[src/rtl/mdio_pkg.sv]
`timescale 1ns/1ps
package mdio_pkg;
    localparam int WORD_W       = 32;
    localparam int PRE_LEN      = 32;
    localparam int DATA_W       = 16;
    localparam int EVT_DONE_BIT = 23;
    localparam logic [1:0] OPC_READ = 2'b10;

    typedef enum logic [1:0] {
        SEL_DATA  = 2'd0,
        SEL_SPEED = 2'd1,
        SEL_EVENT = 2'd2,
        SEL_NONE  = 2'd3
    } reg_sel_e;
endpackage

[src/rtl/mdio_mdc_gen.sv]
`timescale 1ns/1ps
module mdio_mdc_gen #(
    parameter int CNT_W = 8
) (
    input  logic             clk,
    input  logic             rst_n,
    input  logic             run,
    input  logic [CNT_W-1:0] half,
    output logic             mdc,
    output logic             rise_stb,
    output logic             fall_stb
);
    typedef struct packed {
        logic [CNT_W-1:0] cnt;
        logic             clk_lvl;
    } gen_t;

    gen_t q, d;
    logic [CNT_W-1:0] last_cnt;

    always_comb begin
        d        = q;
        rise_stb = 1'b0;
        fall_stb = 1'b0;
        last_cnt = half - 1'b1;
        if (!run) begin
            d.cnt     = '0;
            d.clk_lvl = 1'b0;
        end else if (half == '0) begin
            d = q;
        end else if (q.cnt >= last_cnt) begin
            d.cnt     = '0;
            d.clk_lvl = ~q.clk_lvl;
            rise_stb  = ~q.clk_lvl;
            fall_stb  = q.clk_lvl;
        end else begin
            d.cnt = q.cnt + 1'b1;
        end
    end

    always_ff @(posedge clk or negedge rst_n) begin
        if (!rst_n) q <= '0;
        else        q <= d;
    end

    assign mdc = q.clk_lvl;

    // a stopped generator brings the clock low on the next edge
    a_r5_stop_low: assert property (@(posedge clk) disable iff (!rst_n)
        !run |=> !mdc);

    // the counter never passes the programmed half period
    a_r5_cnt_bound: assert property (@(posedge clk) disable iff (!rst_n)
        (run && half != '0 && $stable(half)) |-> (q.cnt <= last_cnt));
endmodule

[src/rtl/mdio_frame_seq.sv]
`timescale 1ns/1ps
module mdio_frame_seq
    import mdio_pkg::*;
#(
    parameter int PRE_BITS  = PRE_LEN,
    parameter int FRAME_W   = WORD_W,
    parameter int RDATA_W   = DATA_W
) (
    input  logic               clk,
    input  logic               rst_n,
    input  logic               start,
    input  logic [FRAME_W-1:0] word,
    input  logic               rise_stb,
    input  logic               fall_stb,
    input  logic               mdio_i,
    output logic               busy,
    output logic               done,
    output logic               mdio_o,
    output logic               mdio_oe,
    output logic [RDATA_W-1:0] rd_data
);
    localparam int TOTAL   = PRE_BITS + FRAME_W;
    localparam int IDX_W   = $clog2(TOTAL);
    localparam int REL_IDX = PRE_BITS + FRAME_W - RDATA_W - 1;
    localparam int CAP_IDX = REL_IDX + 1;

    typedef struct packed {
        logic               busy;
        logic [IDX_W-1:0]   idx;
        logic [FRAME_W-1:0] shreg;
        logic               is_rd;
        logic               o;
        logic               oe;
        logic [RDATA_W-1:0] cap;
    } seq_t;

    seq_t q, d;
    logic [IDX_W-1:0] nxt;

    always_comb begin
        d    = q;
        done = 1'b0;
        nxt  = q.idx + 1'b1;
        if (!q.busy) begin
            if (start) begin
                d.busy  = 1'b1;
                d.idx   = '0;
                d.shreg = word;
                d.is_rd = (word[FRAME_W-3 -: 2] == OPC_READ);
                d.o     = 1'b1;
                d.oe    = 1'b1;
                d.cap   = '0;
            end
        end else begin
            if (rise_stb && q.is_rd && q.idx >= IDX_W'(CAP_IDX)) begin
                d.cap = {q.cap[RDATA_W-2:0], mdio_i};
            end
            if (fall_stb) begin
                if (q.idx == IDX_W'(TOTAL - 1)) begin
                    d.busy = 1'b0;
                    d.o    = 1'b1;
                    d.oe   = 1'b0;
                    done   = 1'b1;
                end else begin
                    d.idx = nxt;
                    if (nxt >= IDX_W'(PRE_BITS)) begin
                        d.o     = q.shreg[FRAME_W-1];
                        d.shreg = {q.shreg[FRAME_W-2:0], 1'b0};
                    end
                    d.oe = !(q.is_rd && nxt >= IDX_W'(REL_IDX));
                end
            end
        end
    end

    always_ff @(posedge clk or negedge rst_n) begin
        if (!rst_n) begin
            q <= '{busy: 1'b0, idx: '0, shreg: '0, is_rd: 1'b0,
                   o: 1'b1, oe: 1'b0, cap: '0};
        end else begin
            q <= d;
        end
    end

    assign busy    = q.busy;
    assign mdio_o  = q.o;
    assign mdio_oe = q.oe;
    assign rd_data = q.cap;

    // preamble positions are driven high
    a_r1_preamble_high: assert property (@(posedge clk) disable iff (!rst_n)
        (q.busy && q.idx < IDX_W'(PRE_BITS)) |-> (q.o && q.oe));

    // a non-read frame keeps the line driven for its whole length
    a_r2_write_driven: assert property (@(posedge clk) disable iff (!rst_n)
        (q.busy && !q.is_rd) |-> q.oe);

    // a read frame leaves the line released from the second turnaround bit on
    a_r3_read_release: assert property (@(posedge clk) disable iff (!rst_n)
        (q.busy && q.is_rd && q.idx >= IDX_W'(REL_IDX)) |-> !q.oe);

    // output data only moves on a falling clock strobe
    a_r6_drive_on_fall: assert property (@(posedge clk) disable iff (!rst_n)
        (q.busy && $past(q.busy) && !$stable(q.o)) |-> $past(fall_stb));

    // a clock edge never has both directions at once
    a_r5_one_edge: assert property (@(posedge clk) disable iff (!rst_n)
        !(rise_stb && fall_stb));
endmodule

[src/rtl/mdio_frame_ctrl.sv]
`timescale 1ns/1ps
module mdio_frame_ctrl
    import mdio_pkg::*;
#(
    parameter int SPEED_W = 8
) (
    input  logic        clk,
    input  logic        rst_n,
    input  logic [1:0]  bus_addr,
    input  logic        bus_wr,
    input  logic [31:0] bus_wdata,
    output logic [31:0] bus_rdata,
    output logic        mdc,
    output logic        mdio_o,
    output logic        mdio_oe,
    input  logic        mdio_i
);
    typedef struct packed {
        logic [WORD_W-1:0]  data;
        logic [SPEED_W-1:0] speed;
        logic               evt;
    } ctl_t;

    ctl_t q, d;
    reg_sel_e sel;
    logic start;
    logic busy;
    logic done;
    logic rise_stb;
    logic fall_stb;
    logic [DATA_W-1:0] rd_data;

    assign sel = reg_sel_e'(bus_addr);

    always_comb begin
        d     = q;
        start = 1'b0;
        if (bus_wr) begin
            case (sel)
                SEL_DATA: begin
                    if (!busy && q.speed != '0) begin
                        d.data = bus_wdata;
                        start  = 1'b1;
                    end
                end
                SEL_SPEED: d.speed = bus_wdata[SPEED_W-1:0];
                SEL_EVENT: if (bus_wdata[EVT_DONE_BIT]) d.evt = 1'b0;
                default: ;
            endcase
        end
        if (done) begin
            d.evt = 1'b1;
            if (q.data[WORD_W-3 -: 2] == OPC_READ) d.data[DATA_W-1:0] = rd_data;
        end
    end

    always_ff @(posedge clk or negedge rst_n) begin
        if (!rst_n) q <= '0;
        else        q <= d;
    end

    always_comb begin
        bus_rdata = '0;
        case (sel)
            SEL_DATA:  bus_rdata = q.data;
            SEL_SPEED: bus_rdata[SPEED_W-1:0] = q.speed;
            SEL_EVENT: bus_rdata[EVT_DONE_BIT] = q.evt;
            default:   bus_rdata = '0;
        endcase
    end

    mdio_mdc_gen #(.CNT_W(SPEED_W)) u_clk (
        .clk      (clk),
        .rst_n    (rst_n),
        .run      (busy),
        .half     (q.speed),
        .mdc      (mdc),
        .rise_stb (rise_stb),
        .fall_stb (fall_stb)
    );

    mdio_frame_seq u_seq (
        .clk      (clk),
        .rst_n    (rst_n),
        .start    (start),
        .word     (bus_wdata),
        .rise_stb (rise_stb),
        .fall_stb (fall_stb),
        .mdio_i   (mdio_i),
        .busy     (busy),
        .done     (done),
        .mdio_o   (mdio_o),
        .mdio_oe  (mdio_oe),
        .rd_data  (rd_data)
    );

    // clock rests low between frames
    a_r5_idle_low: assert property (@(posedge clk) disable iff (!rst_n)
        (!busy && !$past(busy)) |-> !mdc);

    // the done flag holds unless cleared by a write with its bit set
    a_r7_sticky: assert property (@(posedge clk) disable iff (!rst_n)
        ($past(q.evt) && !$past(bus_wr && sel == SEL_EVENT && bus_wdata[EVT_DONE_BIT]))
        |-> q.evt);

    // data writes during a frame leave the register alone
    a_r8_busy_ignore: assert property (@(posedge clk) disable iff (!rst_n)
        (busy && !done && bus_wr && sel == SEL_DATA) |=> (q.data == $past(q.data)));

    // zero speed keeps the block idle
    a_r9_speed_zero: assert property (@(posedge clk) disable iff (!rst_n)
        (!busy && q.speed == '0) |=> !busy);
endmodule

[config.mk]
export PLATFORM = sky130hd
export DESIGN_NAME = mdio_frame_ctrl
export DESIGN_NICKNAME = d
export VERILOG_FILES = /design/src/rtl/mdio_pkg.sv /design/src/rtl/mdio_mdc_gen.sv /design/src/rtl/mdio_frame_seq.sv /design/src/rtl/mdio_frame_ctrl.sv
export SDC_FILE = /design/constraint.sdc
export NUM_CORES = 1
export LEC_CHECK = 0
export BUFFER_PORTS_ARGS = -buffer_cell sky130_fd_sc_hd__buf_2
export CORE_UTILIZATION = 45
export DETAILED_ROUTE_END_ITERATION = 10
export SETUP_SLACK_MARGIN = 0.15
export SLEW_MARGIN = 5
export SYNTH_ARGS = -nofsm -noshare
export SYNTH_HDL_FRONTEND = slang
export SYNTH_SLANG_ARGS = --single-unit
[constraint.sdc]
create_clock -name clk -period 3.6 [get_ports clk]
set_input_delay 0.18 -clock clk [delete_from_list [all_inputs] [get_ports clk]]
set_output_delay 0.18 -clock clk [all_outputs]
set_load 0.03 [all_outputs]
### Word level (Yosys, flattened, before mapping)

Cells that the tools add are included.

* word-level logic and storage cells: 97
* register bits after elaboration: 108
* output and inout bits: 35
* bits of input ports: 38

* muxes and demuxes: 40
* order comparisons: 4
* reductions and logical operators: 23
* equal/unequal tests: 12
* add/sub/neg operators: 3
* bitwise operators: 2

Operators with widths (count)
* 16-bit 2-to-1 mux: 5
* 39-bit 2-to-1 mux: 2
* 58-bit 2-to-1 mux: 1
* 38-bit 2-to-1 mux: 1
* 32-bit 2-to-1 mux: 1
* 25-bit 2-to-1 mux: 1
* 8-bit 2-to-1 mux: 3
* 6-bit >= comparator, second input constant: 3
* 1-bit 2-to-1 mux: 18
* 18-bit 2-to-1 mux: 1
* 9-bit 2-to-1 mux: 2
* 8-bit one-hot mux with 2 select lines: 1
* 15-bit 2-to-1 mux: 1
* 2-bit inequality test, second input constant: 6
* 3-bit AND reduction: 4
* 2-bit AND reduction: 5
* 8-bit by 1-bit adder with 8-bit output, second input constant: 1
* 8-bit >= comparator: 1
* 8-bit zero test: 1
* 2-bit nonzero test: 4
* 8-bit nonzero test: 1
* 8-bit by 1-bit subtractor with 8-bit output, second input constant: 1
* 6-bit by 1-bit adder with 6-bit output, second input constant: 1
* 2-bit equality test, second input constant: 3
* 10 further kinds: 16

### Logic depth before layout (Yosys ltp)

Gate-level depths: netlist of run 1.

* depth in word-level cells: 9
* mapped depth: 13
* mapped depth without buffers: 10

### Cells and area by module

From an unflattened synthesis of run 1, not the netlist that was laid out.

* cell total of the unflattened synthesis: 561
* area total of the unflattened synthesis: 5983.2 um^2

Modules (own cells, without submodules)
* mdio_frame_seq: cells each 272, area each 2952.8 um^2, instances 1, sequential area each 1452.6 um^2
* mdio_frame_ctrl: cells each 192, area each 2178.3 um^2, instances 1, sequential area each 1026.0 um^2
* mdio_mdc_gen: cells each 97, area each 852.1 um^2, instances 1, sequential area each 225.2 um^2

### Worst setup path before layout of run 1

Ideal clock, no wire load.

* path kind: flip-flop to flip-flop
* from: register q[3] (netlist name)
* to: register u_seq.q (netlist bit u_seq.rd_data[10])
* stages on the path, launching flop included: 12
* path buffers: 3
* setup slack: 774 ps
* arrival: 2703 ps
* library setup time: 124 ps
* required time: 3476 ps
* clock period less this slack: 2826 ps
* path through: dfrtp_1 nor4_4 nand2_1 xor2_1 ha_1 nand4_1 o31a_1 buf_6 or4_4 buf_6 buf_6 mux2i_1

* longest elaborated chain between the ends: 9
* elaborated cells between the ends (all ways): 16
* classes of those cells: add/sub (1); order compare (1); eq/ne (1); mux (6); reduce/logical (7)

Ends and longest elaborated chain
* from (decl): line mdio_frame_ctrl.sv:24 `ctl_t q, d;`
* from (signal assigned): line mdio_frame_ctrl.sv:58 `if (!rst_n) q <= '0;`
* from (signal assigned): line mdio_frame_ctrl.sv:59 `else q <= d;`
* 8-bit by 1-bit subtractor with 8-bit output: line mdio_mdc_gen.sv:25 `last_cnt = half - 1'b1;`
* 8-bit >= comparator: line mdio_mdc_gen.sv:31 `end else if (q.cnt >= last_cnt) begin`
* 1-bit 2-to-1 mux: line mdio_mdc_gen.sv:31
* 1-bit 2-to-1 mux: line mdio_mdc_gen.sv:29 `end else if (half == '0) begin`
* 1-bit 2-to-1 mux: line mdio_mdc_gen.sv:26 `if (!run) begin`
* 1-bit logical AND (2 in series): line mdio_frame_seq.sv:55 `if (rise_stb && q.is_rd && q.idx >= IDX_W'(CAP_IDX)) begin`
* 2-bit inequality test (no source line)
* 2-bit AND reduction (no source line) *
* to (signal assigned): line mdio_frame_seq.sv:78 `q <= '{busy: 1'b0, idx: '0, shreg: '0, is_rd: 1'b0,`
* to (decl): line mdio_frame_seq.sv:37 `seq_t q, d;`

Every way passes the cells marked *; elsewhere a longest branch is shown, timed or not.
A chain may end at the register's enable or synchronous reset.

==> metrics, run 1 <==
flop and latch count out of synthesis 108; synth warn 0; Tightest Hold Check Type input port to flop; fin cells 839; global-route wire length before repair 23800 microns; Synth-to-Final Area Change 13.8%; maximum VDD drop 0.284 mV; commonest cells after routing, fill and taps aside nand2_1 (122), dfrtp_1 (107), buf_2 (71), nand4_1 (51), mux2_2 (40); cts repair resizes 0; Tot Pwr 3.45 mW; synth top area cells dfrtp_1 (45%), nand2_1 (7.7%), mux2_2 (7.6%); Worst Path Class, Setup flop to flop; CP Cell Sequence nor4_4, nand2_1, xor2_1, ha_1, nand4_1, o31ai_4, nand3_2, mux2_2; Routed WL 14600 microns; largest net degree at the start of global routing between 50 and 60; GRT Overall Usage 0.229; Setup-failing EPs final 0; RR Endpoint q[22]$_DFF_PN0_; setup slack, reg-to-reg 0.65 ns; Fin Setup TNS 0 ns; Avg WL per Cell 17.4 microns; Longest Clk Path Bufs 2; crit end category flop; IO buf count 72; Final HPWL DP 9760 microns; fmax 0.339 GHz; clock-pin slew on the worst setup and hold paths 0.08 ns; Initial Util 0.465; vias in the first global route 4577; commonest register cell after synthesis dfrtp_1; Worst Skew 0.00951 ns; Final GP Congestion 0.809; routed vias/inst 5.77; # Max-Cap Violations 0; EDFF count, synth 0; worst-skew pair later-pin latency 0.36 ns; Initial DRT Pass Iterations 5; detailed-route via count between 4000 and 5000; CTS buffer count 9; H-tree lvl count 3; Seq/Total Area, Yosys 0.457; Synth Net Count 663; CP required 3.84 ns; CTS tree yes; Post-synth ARST share 1.00; Placement Rows 41; P_leak 3.41 nW; worst-path maximum fanout 16; Nets 713; Synth Instances roughly 600; Post-DP Area 6390 sq um; placed cells 822; fillers 1247; crit path time final 2.95 ns; share of cells above drive strength 1 0.228; R2R cell count 8; post-route worst setup slack 0.649 ns; commonest non-fill, non-tap cell in the layout nand2_1; fin area ~6700 sq um; Slew Viols, Final 0; post-synth cell types 50; fin util 0.529; Die W around 120 microns; Diodes inserted 0; post-CTS setup buffers 0; outcome completed; pwr/cell area 512 nW/um^2; Tcrit/Tclk final 0.820; Core ar. 12700 sq um; Die H roughly 120 microns; FF-to-FF Start q[3]$_DFFE_PN0P_; Slew HR 0.285; Die Area approximately 14000 sq um; Final Hold Fails 0; Sink Count between 100 and 150; RSZ-0062 raised after global routing no; Synth top area share 0.453; Fin Hold WS roughly 0.038 ns; Critical Path End q[22]$_DFF_PN0_; crit path from q[3]$_DFFE_PN0P_; slowest CP cell dfrtp_1; largest area contributor in the netlist dfrtp_1; initial antenna violation count 0; average instance area after synthesis 9.66 sq um; grt ovf 0; DR DRC count 0; root buffer cell clkbuf_16; max incr delay on CP 0.46 ns; post-route ant nets 0; CP arrival 3.20 ns; worst-margin pin slew 1.07 ns; top-level I/O count 73; area of the mapped netlist 5910 sq um; Setup crit start kind flop; initial DRC count 435; DP Worst Slack 0.609 ns
## cell usage after synthesis, drive strengths merged (5+ instances only)
cell    instances
mux2           41
mux2i          27
nand4          51
nor2           17
ha             13
nand2         124
nand3          28
o21ai           9
and2           26
buf            21
clkbuf         28
a22oi          16
dfrtp         107
o211ai         33
a21oi           7
xor2            6
inv             5
## power by group
| part | internal (mW) | switching, mW | total [mW] | leakage [nW] |
|---|---|---|---|---|
| Clock | 0.638 | 0.483 | 1.12 | 0.165 |
| Combinational | 0.305 | 0.576 | 0.882 | 2.02 |
| Sequential | 1.30 | 0.144 | 1.45 | 1.22 |
| Total | 2.25 | 1.20 | 3.45 | 3.41 |
## cell families (layout without fill, tap and decap cells)
kind of cell               after synthesis  after routing  synth area share
xor gates and xnor gates                 9              9            0.0133
buffers and inverters                   54            109            0.0425
muxes                                   68             68             0.124
and+or+nand+nor                        277            277             0.235
adders and majority gates               13             13            0.0275
DFF                                    108            108             0.457
AOI/OAI and AO/OA                       83             83            0.0996
## per-layer routing
metal	global-route usage	share of wire	vias up
li1	-	-	2306
met1	0.305	0.45	2417
met2	0.374	0.49	102
met3	0.0524	0.042	17
met4	0.0675	0.014	0
met5	0	0	-
## timing repair
action | CTS | global route
hold buffers | 1 | 0
setup endpoints to repair | 0 | 0
endpoints found under the hold margin | 51 | 0
## registers in the layout (all words and copies together), names as in the netlist
name           count
u_clk.q            8
q                 41
u_seq.mdio_oe      1
u_seq.q           39
u_seq.busy         1
u_clk.mdc          1
u_seq.mdio_o       1
u_seq.rd_data     16
## area by class of cell
cell class / count / area [sq um] / area share
multi-input combinational: 450 / 2970 / 0.442
sequential: 108 / 2700 / 0.402
timing repair buffer: 88 / 485 / 0.0721
clock buffer: 10 / 239 / 0.0355
tap: 172 / 215 / 0.0320
clock inverter: 6 / 93.8 / 0.0139
inverter: 5 / 18.8 / 0.00279
## how the worst min path moves through the flow
stage | end | cells past startpoint | start
2_1_floorplan | q[0]$_DFFE_PN0P_ | 0 | rst_n
3_3_place_gp | q[35]$_DFFE_PN0P_ | 1 | rst_n
3_5_place_dp | q[35]$_DFFE_PN0P_ | 1 | rst_n
4_1_cts | q[27]$_DFFE_PN0P_ | 3 | bus_wdata[18]
5_1_grt | q[27]$_DFFE_PN0P_ | 3 | bus_wdata[18]
6_report | q[26]$_DFFE_PN0P_ | 3 | bus_wdata[17]
## critical path, delay by kind of cell (launching register included)
| family | cells | cell delay, ns |
|---|---|---|
| XOR/XNOR | 1 | 0.16 |
| adder cells (fa/ha/maj) | 1 | 0.32 |
| AO/OA/AOI/OAI | 1 | 0.30 |
| flip-flops | 1 | 0.46 |
| AND/OR/NAND/NOR | 4 | 1.13 |
| multiplexers | 1 | 0.43 |
Note: power is estimated with default switching activity, not from simulation.
==> inputs of run 2 (changes only) <==
- clock period: 3.6 -> 2.8 ns (I/O delays scaled with it)
==> run 2 against run 1 <==
Against the previous run: count of clock-buffer cells in the layout is 2 higher; combinational power is 100% higher; routed wire length is 11% higher; critical endpoint is now u_seq.rd_data[14]$_DFFE_PN0P_; hold slack worse by 0.034 ns; non-clock buffer count is 35 higher; highest routed layer unchanged; setup slack worse by 0.61 ns; maximum frequency is 6.7% higher; clock power is 13% higher; clock skew is 0.00078 ns lower; register-to-register slack worse by 0.61 ns; cell area is 9.2% higher.
==> metrics, run 2 (same netlist as run 1, synthesis figures left out) <==
Setup-failing EPs final 0 (unchanged); Final HPWL DP 9680 microns (was 9760 microns); FF/Latch Area 2710 sq um (was 2700 sq um); CTS tree yes (unchanged); fin cells 875 (was 839); fillers 1153 (was 1247); clock-pin slew on the worst setup and hold paths 0.07 ns (was 0.08 ns); global-route wire length before repair 25500 microns (was 23800 microns); Critical Path End u_seq.rd_data[14]$_DFFE_PN0P_ (was q[22]$_DFF_PN0_); Reg with most FFs q (unchanged); fmax 0.362 GHz (was 0.339 GHz); Routed WL 16300 microns (was 14600 microns); detailed-route via count 5108 (was 4842); CTS buffer count 9 (unchanged); Initial Util 0.465 (unchanged); outcome completed (unchanged); DR DRC count 0 (unchanged); Worst Skew 0.00873 ns (was 0.00951 ns); Die W 117 microns (unchanged); commonest non-fill, non-tap cell in the layout nand2_1 (unchanged); Post-DP Area 6520 sq um (was 6390 sq um); Core ar. 12700 sq um (unchanged); Initial DRT Pass Iterations 5 (unchanged); Nets 749 (was 713); maximum VDD drop 0.438 mV (was 0.284 mV); Tightest Hold Check Type input port to flop (unchanged); initial antenna violation count 0 (unchanged); commonest cells after routing, fill and taps aside nand2_1 (121), dfrtp_1 (105), buf_2 (71), nand4_1 (51), mux2_2 (40) (was nand2_1 (122), dfrtp_1 (107), buf_2 (71), nand4_1 (51), mux2_2 (40)); FF-to-FF Start q[6]$_DFFE_PN0P_ (was q[3]$_DFFE_PN0P_); routed vias/inst 5.84 (was 5.77); worst-margin pin slew 0.609 ns (was 1.07 ns); Synth-to-Final Area Change 24.2% (was 13.8%); Fin Hold WS 0.00404 ns (was 0.0379 ns); Diodes inserted 0 (unchanged); Die H 117 microns (unchanged); Tcrit/Tclk final 0.988 (was 0.820); placed cells 832 (was 822); share of cells above drive strength 1 0.294 (was 0.228); largest net degree at the start of global routing 109 (was 54); crit end category flop (unchanged); crit path time final 2.77 ns (was 2.95 ns); Die Area 13600 sq um (unchanged); Slew HR 0.594 (was 0.285); # Max-Cap Violations 0 (unchanged); RR Endpoint u_seq.rd_data[14]$_DFFE_PN0P_ (was q[22]$_DFF_PN0_); initial DRC count 461 (was 435); vias in the first global route 4865 (was 4577); number of flip-flops in the largest register 41 (unchanged); Worst Path Class, Setup flop to flop (unchanged); setup slack, reg-to-reg 0.03 ns (was 0.65 ns); pwr/cell area 669 nW/um^2 (was 512 nW/um^2); area of the multi-input gates 3090 sq um (was 2970 sq um); Setup crit start kind flop (unchanged); IO buf count 72 (unchanged); Avg WL per Cell 18.6 microns (was 17.4 microns); crit path from q[6]$_DFFE_PN0P_ (was q[3]$_DFFE_PN0P_); worst-skew pair later-pin latency 0.36 ns (about the same); P_leak 3.69 nW (was 3.41 nW); CP required 3.04 ns (was 3.84 ns); Placement Rows 41 (unchanged); GRT Overall Usage 0.246 (was 0.229); grt ovf 0 (unchanged); H-tree lvl count 3 (unchanged); RSZ-0062 raised after global routing yes (was no); R2R cell count 8 (unchanged); top-level I/O count 73 (unchanged); Final GP Congestion 0.890 (was 0.809); fin area 7350 sq um (was 6730 sq um); post-route ant nets 0 (unchanged); root buffer cell clkbuf_16 (unchanged); worst-path maximum fanout 8 (was 16); Tot Pwr 4.91 mW (was 3.45 mW); Slew Viols, Final 0 (unchanged); CP arrival 3.01 ns (was 3.20 ns); Longest Clk Path Bufs 2 (unchanged); Final Hold Fails 0 (unchanged); fin util 0.578 (was 0.529); Sink Count 108 (unchanged)
## run 2: how the worst min path moves through the flow
stage	start	endpoint	slack (ns)	depth (start not counted)
5_1_grt	bus_wdata[17]	q[26]$_DFFE_PN0P_	0.02	3
2_1_floorplan	rst_n	q[0]$_DFFE_PN0P_	-0.16	0
3_3_place_gp	rst_n	q[34]$_DFFE_PN0P_	0.27	2
6_report	bus_wdata[17]	q[26]$_DFFE_PN0P_	0.004	3
4_1_cts	bus_wdata[20]	q[29]$_DFFE_PN0P_	0.003	3
3_5_place_dp	rst_n	u_seq.q[52]$_DFFE_PN0P_	0.27	2
## run 2: critical path, stage by stage (launching register included)
cell	delay (ns)
dfrtp_2	0.42
nor4_4	0.32
nand2_1	0.10
xor2_1	0.15
ha_1	0.34
nand4_1	0.12
o31a_1	0.41
or4_4	0.63
mux2i_1	0.16
## run 2: report_power, final
part	leakage [nW]	total, mW	switching (mW)	internal, mW
sequential	1.22	1.86	0.186	1.68
clock	0.135	1.26	0.598	0.658
combinational	2.34	1.80	0.970	0.827
total	3.69	4.91	1.75	3.16
## run 2: final cells by class
cell class	instances	area share
Clock buffer	12	0.0349
Sequential cell	108	0.368
Tap cell	172	0.0293
Timing Repair Buffer	123	0.140
Multi-Input combinational cell	451	0.421
Clock inverter	4	0.00443
Inverter	5	0.00255
## run 2: per-stage QoR
step	worst slack (ns)	setup TNS, ns
finish	0.0342	0
global route	-0.0820	-3.04
CTS	0.0935	0
detailed placement	0.0489	0
global placement	0.135	0
floorplan	0.0380	0
## run 2: metal layers
metal | share of wire | routed length (microns) | vias to the layer above | track usage
met5 | 0 | 0 | - | 0
met4 | 0.018 | 295 | 0 | 0.0717
met3 | 0.050 | 819 | 30 | 0.0571
met2 | 0.48 | 7860 | 162 | 0.392
met1 | 0.45 | 7290 | 2530 | 0.334
li1 | - | - | 2386 | -
## run 2: what timing repair did
item | in CTS | in global routing
gates resized for setup | 10 | 38
endpoints found under the hold margin | 109 | 0
hold buffers | 3 | 0
endpoints found under the setup margin | 67 | 83
buffers inserted | 7 | 6
pin swaps | 6 | 33
gates cloned | 3 | 8
==> inputs of run 3 (changes only) <==
- ABC_AREA: default -> 1
==> run 3 against run 2 <==
Against the previous run: non-clock buffer count fell by 30; global-route usage fell by 1.4 points; clock skew fell by 0.0025 ns; sequential power rose by 9.7%; synthesized cell count rose by 30%; final cell count rose by 19%; synthesized area fell by 0.25%; via count rose by 3.4%; setup slack improved by 0.33 ns; flip-flop and latch count did not move; hold slack improved by 0.013 ns; critical path type unchanged; highest routed layer unchanged.
==> metrics, run 3 <==
Initial Util 0.464 (was 0.465); post-synth cell types 33 (was 50); area of the mapped netlist 5900 sq um (was 5910 sq um); initial antenna violation count 0 (unchanged); Post-synth ARST share 1.00 (unchanged); Die W 117 microns (about the same); Synth Instances 798 (was 612); pwr/cell area 677 nW/um^2 (was 669 nW/um^2); global-route wire length before repair 24400 microns (was 25500 microns); top-level I/O count 73 (unchanged); Tcrit/Tclk final 0.871 (was 0.988); FF/Latch Area 2700 sq um (was 2710 sq um); hold endpoint u_seq.rd_data[0]$_DFFE_PN0P_ (was q[26]$_DFFE_PN0P_); RR Endpoint u_seq.rd_data[10]$_DFFE_PN0P_ (was u_seq.rd_data[14]$_DFFE_PN0P_); largest area contributor in the netlist dfrtp_1 (unchanged); Die Area 13600 sq um (about the same); Longest Clk Path Bufs 2 (unchanged); H-tree lvl count 3 (unchanged); Synth Net Count 849 (was 663); Worst Path Class, Setup flop to flop (unchanged); Nets 917 (was 749); Final GP Congestion 0.859 (was 0.890); Sink Count 108 (unchanged); worst-margin pin slew 0.788 ns (was 0.609 ns); Setup crit start kind flop (unchanged); Placement Rows 41 (unchanged); CTS buffer count 9 (unchanged); Die H 117 microns (about the same); Final Hold Fails 0 (unchanged); GRT Overall Usage 0.232 (was 0.246); Final HPWL DP 10200 microns (was 9680 microns); Hold Crit Depth 3 (unchanged); flop and latch count out of synthesis 108 (unchanged); DP Worst Slack 0.171 ns (was 0.0489 ns); worst-path maximum fanout 16 (was 8); root buffer cell clkbuf_16 (unchanged); routed vias/inst 5.07 (was 5.84); synth top area cells dfrtp_1 (45%), nand2_1 (21%), nand3_1 (10%) (was dfrtp_1 (45%), nand2_1 (7.7%), mux2_2 (7.6%)); Synth-to-Final Area Change 14.4% (was 24.2%); vias in the first global route 4940 (was 4865); Diodes inserted 0 (unchanged); IO buf count 72 (unchanged); RSZ-0062 raised after global routing no (was yes); Initial DRT Pass Iterations 5 (unchanged); fin util 0.531 (was 0.578); EDFF count, synth 0 (unchanged); Setup-failing EPs final 0 (unchanged); FF-to-FF Start q[5]$_DFFE_PN0P_ (was q[6]$_DFFE_PN0P_); commonest non-fill, non-tap cell in the layout nand2_1 (unchanged); fin area 6750 sq um (was 7350 sq um); crit path time final 2.44 ns (was 2.77 ns); Slew HR 0.474 (was 0.594); fmax 0.410 GHz (was 0.362 GHz); commonest register cell after synthesis dfrtp_1 (unchanged); Synth top area share 0.454 (was 0.453); # Max-Cap Violations 0 (unchanged); Worst Skew 0.00622 ns (was 0.00873 ns); Routed WL 14800 microns (was 16300 microns); Fin Hold WS 0.0167 ns (was 0.00404 ns); Core ar. 12700 sq um (unchanged); CP arrival 2.73 ns (was 3.01 ns); CTS tree yes (unchanged); number of flip-flops in the largest register 41 (unchanged); Avg WL per Cell 14.2 microns (was 18.6 microns); CP required 3.09 ns (was 3.04 ns); Reg with most FFs q (unchanged); Hold Startpoint mdio_i (was bus_wdata[17]); grt ovf 0 (unchanged); P_leak 3.87 nW (was 3.69 nW); R2R cell count 14 (was 8); outcome completed (unchanged); area of the multi-input gates 2790 sq um (was 3090 sq um); setup slack, reg-to-reg 0.36 ns (was 0.03 ns); share of cells above drive strength 1 0.151 (was 0.294); Slew Viols, Final 0 (unchanged); synth warn 0 (unchanged); Post-DP Area 6390 sq um (was 6520 sq um); worst-skew pair later-pin latency 0.35 ns (was 0.36 ns); fillers 1311 (was 1153); initial DRC count 406 (was 461); Seq/Total Area, Yosys 0.458 (was 0.457); most common cell in the netlist nand2_1 (unchanged); top cells by count, synth nand2_1 (326), nand3_1 (120), dfrtp_1 (107) (was nand2_1 (122), dfrtp_1 (107), nand4_1 (51)); average instance area after synthesis 7.39 sq um (was 9.66 sq um); commonest cells after routing, fill and taps aside nand2_1 (326), nand3_1 (119), dfrtp_1 (107), buf_2 (71) (was nand2_1 (121), dfrtp_1 (105), buf_2 (71), nand4_1 (51), mux2_2 (40)); clock-pin slew on the worst setup and hold paths 0.07 ns (about the same); maximum VDD drop 0.363 mV (was 0.438 mV); post-route worst setup slack 0.362 ns (was 0.0342 ns); detailed-route via count 5280 (was 5108); DR DRC count 0 (unchanged); Fin Setup TNS 0 ns (unchanged); Tightest Hold Check Type input port to flop (unchanged); crit end category flop (unchanged); post-route ant nets 0 (unchanged); largest net degree at the start of global routing 51 (was 109)
==> run 3: changes by cell type in the layout (fill, tap and decap cells not counted), moves of 16 or more <==
cell | before | now
a22oi_1 | 16 | 0
and2_1 | 26 | 1
inv_1 | 5 | 52
mux2_2 | 40 | 1
mux2i_1 | 26 | 0
nand2_1 | 121 | 326
nand3_1 | 25 | 119
nand4_1 | 51 | 5
nor2_1 | 15 | 52
o211ai_1 | 33 | 0
o21ai_0 | 3 | 34
==> run 3: final cells by class <==
type	instances	share of cell area
clock buffer	13	0.0386
clock inverter	2	0.00148
inverter	59	0.0332
multi-input combinational	595	0.414
sequential	108	0.401
tap	172	0.0319
timing repair buffer	93	0.0808
==> run 3: repair_timing <==
action / 4_1_cts / 5_1_grt
setup buffers: 0 / 5
gates resized for setup: 1 / 7
endpoints found under the hold margin: 40 / 0
pin swaps: 0 / 2
hold buffers: 2 / 0
setup endpoints to repair: 1 / 78
==> run 3: cells by family (layout without fill, tap and decap cells) <==
| family | after synthesis | in the layout | synth area share |
|---|---|---|---|
| adder cells (fa/ha/maj) | 13 | 13 | 0.0276 |
| XOR/XNOR | 11 | 11 | 0.0163 |
| multiplexers | 1 | 1 | 0.00191 |
| buffers and inverters | 95 | 167 | 0.0732 |
| AO/OA/AOI/OAI | 48 | 48 | 0.0418 |
| flip-flops | 108 | 108 | 0.458 |
| AND/OR/NAND/NOR | 522 | 522 | 0.381 |
==> run 3: how the worst max path moves through the flow <==
stage,depth (start not counted),slack (ns),from,end
after floorplan,13,0.56,q[3]$_DFFE_PN0P_,u_seq.rd_data[10]$_DFFE_PN0P_
after CTS,11,0.17,q[1]$_DFFE_PN0P_,u_clk.q[3]$_DFFE_PN0P_
after global placement,11,0.27,q[3]$_DFFE_PN0P_,u_clk.q[5]$_DFFE_PN0P_
final,14,0.36,q[5]$_DFFE_PN0P_,u_seq.rd_data[10]$_DFFE_PN0P_
after global routing,12,0.12,q[3]$_DFFE_PN0P_,u_clk.q[8]$_DFFE_PN0P_
after detailed placement,13,0.17,q[1]$_DFFE_PN0P_,u_seq.q[43]$_DFFE_PN0P_
==> run 3: critical path: stages (launching register included) <==
cell     delay [ns]
dfrtp_1        0.36
inv_1          0.15
nand2_1        0.09
nor2_2         0.17
nand2_1        0.09
xor2_1         0.15
ha_1           0.28
nand2_1        0.06
nor2_1         0.10
nand2_1        0.10
nand2_4        0.17
nand3_2        0.14
nand2_2        0.28
nand3_1        0.13
nand2_1        0.08
==> run 3: stage by stage <==
step | cells | power (mW)
2_1_floorplan | 798 | 3.00
5_1_grt | 1042 | 4.90
4_1_cts | 1037 | 4.60
3_3_place_gp | 1020 | 3.34
3_5_place_dp | 1020 | 3.37
6_report | 1042 | 4.57
==> run 3: metal layers <==
metal,GRT usage,up-vias,part of all wire
met5,0,-,0
met4,0.0496,0,0.0087
met3,0.0509,9,0.036
met2,0.383,100,0.49
met1,0.313,2513,0.47
li1,-,2658,-
==> run 3: report_power, final <==
| group | total [mW] | leakage, nW | internal, mW | switching, mW |
|---|---|---|---|---|
| Sequential | 2.04 | 1.41 | 1.86 | 0.178 |
| Combinational | 1.31 | 2.33 | 0.434 | 0.880 |
| Clock | 1.21 | 0.135 | 0.646 | 0.564 |
| Total | 4.57 | 3.87 | 2.94 | 1.62 |
